$ cat config.mk
export PLATFORM = sky130hd
export DESIGN_NAME = afc_master_clkgen
export DESIGN_NICKNAME = d
export VERILOG_FILES = /design/src/rtl/afc_pkg.sv /design/src/rtl/afc_bclk_div.sv /design/src/rtl/afc_frame_ctr.sv /design/src/rtl/afc_master_clkgen.sv
export SDC_FILE = /design/constraint.sdc
export NUM_CORES = 1
export LEC_CHECK = 0
export ABC_AREA = 1
export BUFFER_PORTS_ARGS = -buffer_cell sky130_fd_sc_hd__buf_2
export CAP_MARGIN = 20
export CELL_PAD_IN_SITES_DETAIL_PLACEMENT = 0
export CELL_PAD_IN_SITES_GLOBAL_PLACEMENT = 1
export CORE_UTILIZATION = 40
export DETAILED_ROUTE_END_ITERATION = 12
export PLACE_DENSITY_LB_ADDON = 0.3
export SLEW_MARGIN = 20
export SYNTH_ARGS = -nofsm -noshare
export SYNTH_HDL_FRONTEND = slang
export SYNTH_HIERARCHICAL = 1
export SYNTH_SLANG_ARGS = --single-unit
$ cat constraint.sdc
create_clock -name clk -period 7.56 [get_ports clk]
set_input_delay 1.512 -clock clk [delete_from_list [all_inputs] [get_ports clk]]
set_output_delay 1.512 -clock clk [all_outputs]
set_load 0.02 [all_outputs]
$ cat src/rtl/afc_pkg.sv
package afc_pkg;
    localparam int CODE_W = 4;
    localparam int TICK_W = 7;

    typedef logic [CODE_W-1:0] code_t;
    typedef logic [TICK_W-1:0] tick_t;

    // Input cycles per bit-clock period; the input runs at twice the system rate.
    function automatic tick_t ticks_per_bit(input code_t code);
        tick_t t;
        case (code)
            4'd0:    t = 7'd2;
            4'd1:    t = 7'd3;
            4'd2:    t = 7'd4;
            4'd3:    t = 7'd6;
            4'd4:    t = 7'd8;
            4'd5:    t = 7'd11;
            4'd6:    t = 7'd12;
            4'd7:    t = 7'd16;
            4'd8:    t = 7'd22;
            4'd9:    t = 7'd24;
            4'd10:   t = 7'd32;
            4'd11:   t = 7'd44;
            4'd12:   t = 7'd48;
            4'd13:   t = 7'd64;
            4'd14:   t = 7'd88;
            default: t = 7'd96;
        endcase
        return t;
    endfunction
endpackage

$ cat src/rtl/afc_bclk_div.sv
module afc_bclk_div
    import afc_pkg::*;
(
    input  logic  clk,
    input  logic  rst_n,
    input  logic  active,
    input  logic  boundary,
    input  tick_t tick_cur,
    input  tick_t tick_nxt,
    output logic  bclk,
    output logic  fall
);
    typedef struct packed {
        tick_t ph;
        logic  bclk;
    } div_st_t;

    div_st_t s_q, s_d;
    tick_t   ph_inc;
    tick_t   half_cur;

    // Phase step and falling-edge detect kept apart from the next-state logic.
    always_comb begin
        half_cur = tick_cur >> 1;
        ph_inc   = (s_q.ph >= tick_cur - tick_t'(1)) ? '0 : s_q.ph + tick_t'(1);
        fall     = active && (ph_inc == half_cur);
    end

    always_comb begin
        s_d = s_q;
        if (!active) begin
            s_d.ph   = tick_nxt - tick_t'(1);
            s_d.bclk = 1'b0;
        end else if (boundary) begin
            s_d.ph   = tick_nxt >> 1;
            s_d.bclk = 1'b0;
        end else begin
            s_d.ph   = ph_inc;
            s_d.bclk = (ph_inc < half_cur);
        end
    end

    always_ff @(posedge clk or negedge rst_n) begin
        if (!rst_n) s_q <= '{ph: '0, bclk: 1'b0};
        else        s_q <= s_d;
    end

    assign bclk = s_q.bclk;
endmodule

$ cat src/rtl/afc_frame_ctr.sv
module afc_frame_ctr #(
    parameter int LEN_W   = 11,
    parameter int MIN_LEN = 8
) (
    input  logic             clk,
    input  logic             rst_n,
    input  logic             active,
    input  logic             fall,
    input  logic [LEN_W-1:0] len_cur,
    input  logic [LEN_W-1:0] len_nxt,
    output logic             boundary,
    output logic             fclk,
    output logic             frame_start,
    output logic             chan_flip
);
    typedef logic [LEN_W-1:0] len_t;

    typedef struct packed {
        len_t bitn;
        logic fclk;
        logic fs;
        logic cf;
    } frm_st_t;

    frm_st_t s_q, s_d;
    logic    len_bad;
    logic    at_last;
    logic    nxt_ok;
    len_t    half;
    len_t    bit_inc;

    // Frame boundary: last bit of a valid frame, or every edge while the length is unusable.
    always_comb begin
        len_bad  = len_cur < len_t'(MIN_LEN);
        at_last  = s_q.bitn >= len_cur - len_t'(1);
        boundary = active && fall && (len_bad || at_last);
    end

    always_comb begin
        s_d     = s_q;
        s_d.fs  = 1'b0;
        s_d.cf  = 1'b0;
        half    = len_cur >> 1;
        bit_inc = s_q.bitn + len_t'(1);
        nxt_ok  = len_nxt >= len_t'(MIN_LEN);
        if (!active) begin
            s_d.bitn = '1;
            s_d.fclk = 1'b0;
        end else if (boundary) begin
            s_d.bitn = '0;
            s_d.fclk = nxt_ok;
            s_d.fs   = nxt_ok;
        end else if (fall) begin
            s_d.bitn = bit_inc;
            s_d.fclk = bit_inc < half;
            s_d.cf   = bit_inc == half;
        end
    end

    always_ff @(posedge clk or negedge rst_n) begin
        if (!rst_n) s_q <= '{bitn: '1, fclk: 1'b0, fs: 1'b0, cf: 1'b0};
        else        s_q <= s_d;
    end

    assign fclk        = s_q.fclk;
    assign frame_start = s_q.fs;
    assign chan_flip   = s_q.cf;
endmodule

$ cat src/rtl/afc_master_clkgen.sv
module afc_master_clkgen
    import afc_pkg::*;
#(
    parameter int LEN_W   = 11,
    parameter int MIN_LEN = 8
) (
    input  logic             clk,
    input  logic             rst_n,
    input  logic             is_master,
    input  logic             run_en,
    input  logic [3:0]       bit_ratio,
    input  logic [LEN_W-1:0] frame_bits,
    output logic             bit_clk,
    output logic             frame_clk,
    output logic             frame_start,
    output logic             chan_flip,
    output logic             clk_oe,
    output logic             cfg_err
);
    typedef logic [LEN_W-1:0] len_t;

    typedef struct packed {
        tick_t tick;
        len_t  len;
        logic  oe;
        logic  err;
    } top_st_t;

    top_st_t s_q, s_d;
    logic    active;
    logic    boundary;
    logic    fall;
    tick_t   tick_in;

    assign active  = is_master && run_en;
    assign tick_in = ticks_per_bit(code_t'(bit_ratio));

    // Settings follow the inputs while idle and are re-taken only at a frame boundary.
    always_comb begin
        s_d = s_q;
        if (!active || boundary) begin
            s_d.tick = tick_in;
            s_d.len  = frame_bits;
        end
        s_d.oe  = active;
        s_d.err = s_d.len < len_t'(MIN_LEN);
    end

    always_ff @(posedge clk or negedge rst_n) begin
        if (!rst_n) s_q <= '{tick: 7'd2, len: '0, oe: 1'b0, err: 1'b0};
        else        s_q <= s_d;
    end

    afc_bclk_div u_div (
        .clk      (clk),
        .rst_n    (rst_n),
        .active   (active),
        .boundary (boundary),
        .tick_cur (s_q.tick),
        .tick_nxt (s_d.tick),
        .bclk     (bit_clk),
        .fall     (fall)
    );

    afc_frame_ctr #(
        .LEN_W   (LEN_W),
        .MIN_LEN (MIN_LEN)
    ) u_frm (
        .clk         (clk),
        .rst_n       (rst_n),
        .active      (active),
        .fall        (fall),
        .len_cur     (s_q.len),
        .len_nxt     (s_d.len),
        .boundary    (boundary),
        .fclk        (frame_clk),
        .frame_start (frame_start),
        .chan_flip   (chan_flip)
    );

    assign clk_oe  = s_q.oe;
    assign cfg_err = s_q.err;
endmodule

==> run_results.csv <==
group,metric,value,unit
final_layout,area_growth,9.20,%
routing,ant_nets,0,
setup_path,worst_r2r_path_depth,33,
power_and_ir_drop,leakagePower,2.18,nW
global_route,grt_pass1_vias,3152,
placed_design,dpl.hpwl,7210,microns
worst_hold_path,worstHoldStart,"s_q[2]",
power_and_ir_drop,p_total,0.769,mW
routing,drt-met1-wl,4130,microns
routing,post_drt_wl_per_cell,14.0,microns
sta,rsz0062_at_grt,"no",
synthesis,ys_seq_elements,42,
setup_path,cp_common_cell,"nand2_1",
setup_path,r2r_end,"u_div/s_q[7]",
setup_path,cpMaxStageDelayCell,"dfstp_2",
routing,maxUsedRoutingLayer,"met4",
sta,tightest_slew,0.602,ns
clock_tree,post-cts-setup-buffers,0,
placed_design,place.gp.congestion,0.854,
routing,dr_wl_met3,298,microns
routing,drt_wl_total,8890,microns
global_route,overflow,0,
power_and_ir_drop,ir_worst_vdd,0.0765,mV
routing,drc,0,
routing,via_per_inst,4.99,
final_layout,n_antenna_cell,0,
clock_tree,clockRootBuffer,"clkbuf_8",
placed_design,port_buffers,24,
routing,drt-initial-drc-count,117,
setup_path,r2r_start,"s_q[14]",
setup_path,crit_fanout,21,
synthesis,synth_warnings,6,
global_route,track_usage,0.204,
routing,first_pass_iters,4,
clock_tree,cts_buffer_depth,2,
sta,clock_skew,0.0142,ns
clock_tree,htreeDepth,2,
flow_run,cap_violations,0,
routing,wl_met2,4270,microns
setup_path,slowest_delay,0.56,ns
floorplan,design.die.area,0.00942,sq mm
synthesis,ys_types,36,
synthesis,synthCells,500,
sta,final.setup.tns,0,ns
status,status,"complete, no violations",
synthesis,synthTopCellsByArea,"dfrtp_1 21%, ha_1 16%, nand2_1 12%",
global_route,grt_max_degree,43,
worst_hold_path,hold_class,"reg -> reg",
floorplan,io_pins,25,
synthesis,yosysTopAreaCellShare,0.208,
clock_tree,cts_tree,"built",
sta,finalCritPeriodShare,0.725,
floorplan,core_area,0.00872,sq mm
global_route,grt_antenna_before_repair,0,
sta,max-slew-margin-rel,0.597,
synthesis,yosysSeqAreaShare,0.295,
setup_path,crit_required,7.81,ns
sta,finalHoldViolCount,0,
synthesis,synth_edf_count,0,
setup_path,endpoint_kind,"flip-flop",
sta,finalCriticalPeriod,5.48,ns
clock_tree,cts-buffers-inserted,5,
clock_tree,cts.sinks,42,
setup_path,cp-start-kind,"flip-flop",
sta,fmax,0.183,GHz
floorplan,core.rowCount,34,
clock_tree,cts_resized,0,
worst_hold_path,hold_depth,2,
floorplan,start_util,0.415,
floorplan,die_w,97.1,microns
synthesis,synth_async_sr_flop_share,1.00,
power_and_ir_drop,cellPowerDensity,195,mW/mm^2
synthesis,synthesis.area,0.00362,sq mm
setup_path,critPathKind,"reg -> reg",
synthesis,synth_top_cell_by_area,"dfrtp_1",
final_layout,num-nets-final,592,
setup_path,critical_path_arrival,5.72,ns
setup_path,rrSetupSlack,2.08,ns
clock_tree,holdBufCountCts,0,
synthesis,synth.avg_cell_area,7.23,sq um
routing,via_count,3169,
clock_tree,cts.clk_slew.worst_paths,0.09,ns
sta,setup_viol,0,
final_layout,drive_above_1_share,0.152,
floorplan,die_h,97.1,microns
worst_hold_path,hold_path_end,"s_q[2]",
synthesis,synth_top_flop_cell,"dfrtp_1",
synthesis,synthesis.nets,566,
global_route,grt_pass1_wl,15400,microns
clock_tree,insertion_delay,0.30,ns
sta,slew_violations,0,
==> Yosys cell counts (2+ instances only) <==
master and count:
nor3_1 6, inv_1 78, o21ai_0 11, a31oi_1 3, nor2_1 44, nand2_1 120, nand2_2 14, inv_2 7
nor2_2 8, o31ai_1 2, ha_1 47, dfstp_2 12, a21oi_4 2, a21oi_1 23, o22ai_1 6, nor4_1 2
nand4_1 10, xnor2_1 4, dfrtp_1 30, nand3_1 31, xor2_1 18, clkbuf_1 2, buf_6 2, nand3_2 2
o21ai_1 5
==> per-stage QoR <==
stage / instance area, sq um / util / setup slack [ns] / cells / hold slack (ns)
after detailed placement: 3840 / 0.440 / 2.11 / 627 / 0.474
after global routing: 3950 / 0.453 / 1.44 / 635 / 0.516
after floorplan: 3620 / - / 3.14 / 500 / 0.442
final: 3950 / 0.453 / 2.08 / 635 / 0.488
after CTS: 3950 / 0.453 / 2.08 / 635 / 0.495
after global placement: 3840 / 0.440 / 2.36 / 627 / 0.465
==> worst max-delay path, delay by kind of cell (launching register included) <==
family / cells / cell delay, ns
buffers and inverters: 7 / 1.06
AO/OA/AOI/OAI: 2 / 0.20
AND/OR/NAND/NOR: 19 / 2.39
adder cells (fa/ha/maj): 4 / 1.03
flip-flops: 1 / 0.56
XOR/XNOR: 1 / 0.15
==> report_power, final <==
group	total (mW)	switching [mW]	leakage [nW]	internal, mW
combinational	0.314	0.197	1.63	0.117
clock	0.180	0.0813	0.0514	0.0986
sequential	0.274	0.0273	0.502	0.247
==> how the worst max path moves through the flow <==
stage               startpoint      endpoint
detailed placement     s_q[14]  u_div/s_q[7]
global route           s_q[13]  u_div/s_q[7]
global placement       s_q[14]  u_div/s_q[7]
floorplan              s_q[14]  u_div/s_q[7]
finish                 s_q[14]  u_div/s_q[7]
CTS                    s_q[14]  u_div/s_q[7]
==> flip-flops by register name, indices dropped and copies added (netlist names) <==
register and flops:
s_q 18, u_div/bclk 1, u_frm/frame_start 1, u_div/s_q 7, u_frm/chan_flip 1, cfg_err 1, u_frm/fclk 1, clk_oe 1
u_frm/s_q 11
==> cell type report <==
| cell class | count | area, sq um |
|---|---|---|
| Fill cell | 921 | 4770 |
| Sequential cell | 42 | 1070 |
| Timing Repair Buffer | 24 | 123 |
| Inverter | 85 | 319 |
| Tap cell | 108 | 135 |
| Clock buffer | 6 | 72.6 |
| Multi-Input combinational cell | 368 | 2200 |
| Clock inverter | 2 | 37.5 |
==> kinds of logic after synthesis <==
| group | Yosys count | synth area share |
|---|---|---|
| and+or+nand+nor | 243 | 0.300 |
| buffers and inverters | 90 | 0.0979 |
| AOI/OAI and AO/OA | 56 | 0.0910 |
| adders and majority gates | 47 | 0.163 |
| DFF | 42 | 0.295 |
| xor gates and xnor gates | 22 | 0.0533 |
==> layer usage <==
metal  vias up  track usage
li1       1656            -
met1      1439        0.266
met2        61        0.349
met3        13       0.0288
met4         0       0.0597
met5         -            0
==> layout by cell type (no fill, tap or decap), drive strengths merged <==
cell type,instances
nand3,33
inv,85
o21ai,16
nor3,7
xor2,18
o22ai,6
nor2,52
a31oi,3
nor4,3
o211ai,1
o21bai,1
and3,1
clkbuf,6
a211oi,1
a21boi,1
clkinvlp,1
xnor2,4
nand4,10
bufinv,1
a21oi,25
buf,24
o31ai,2
nand2,135
dfrtp,30
or2,1
dfstp,12
ha,47
and2,1
Power figures use the tool's default switching activity.
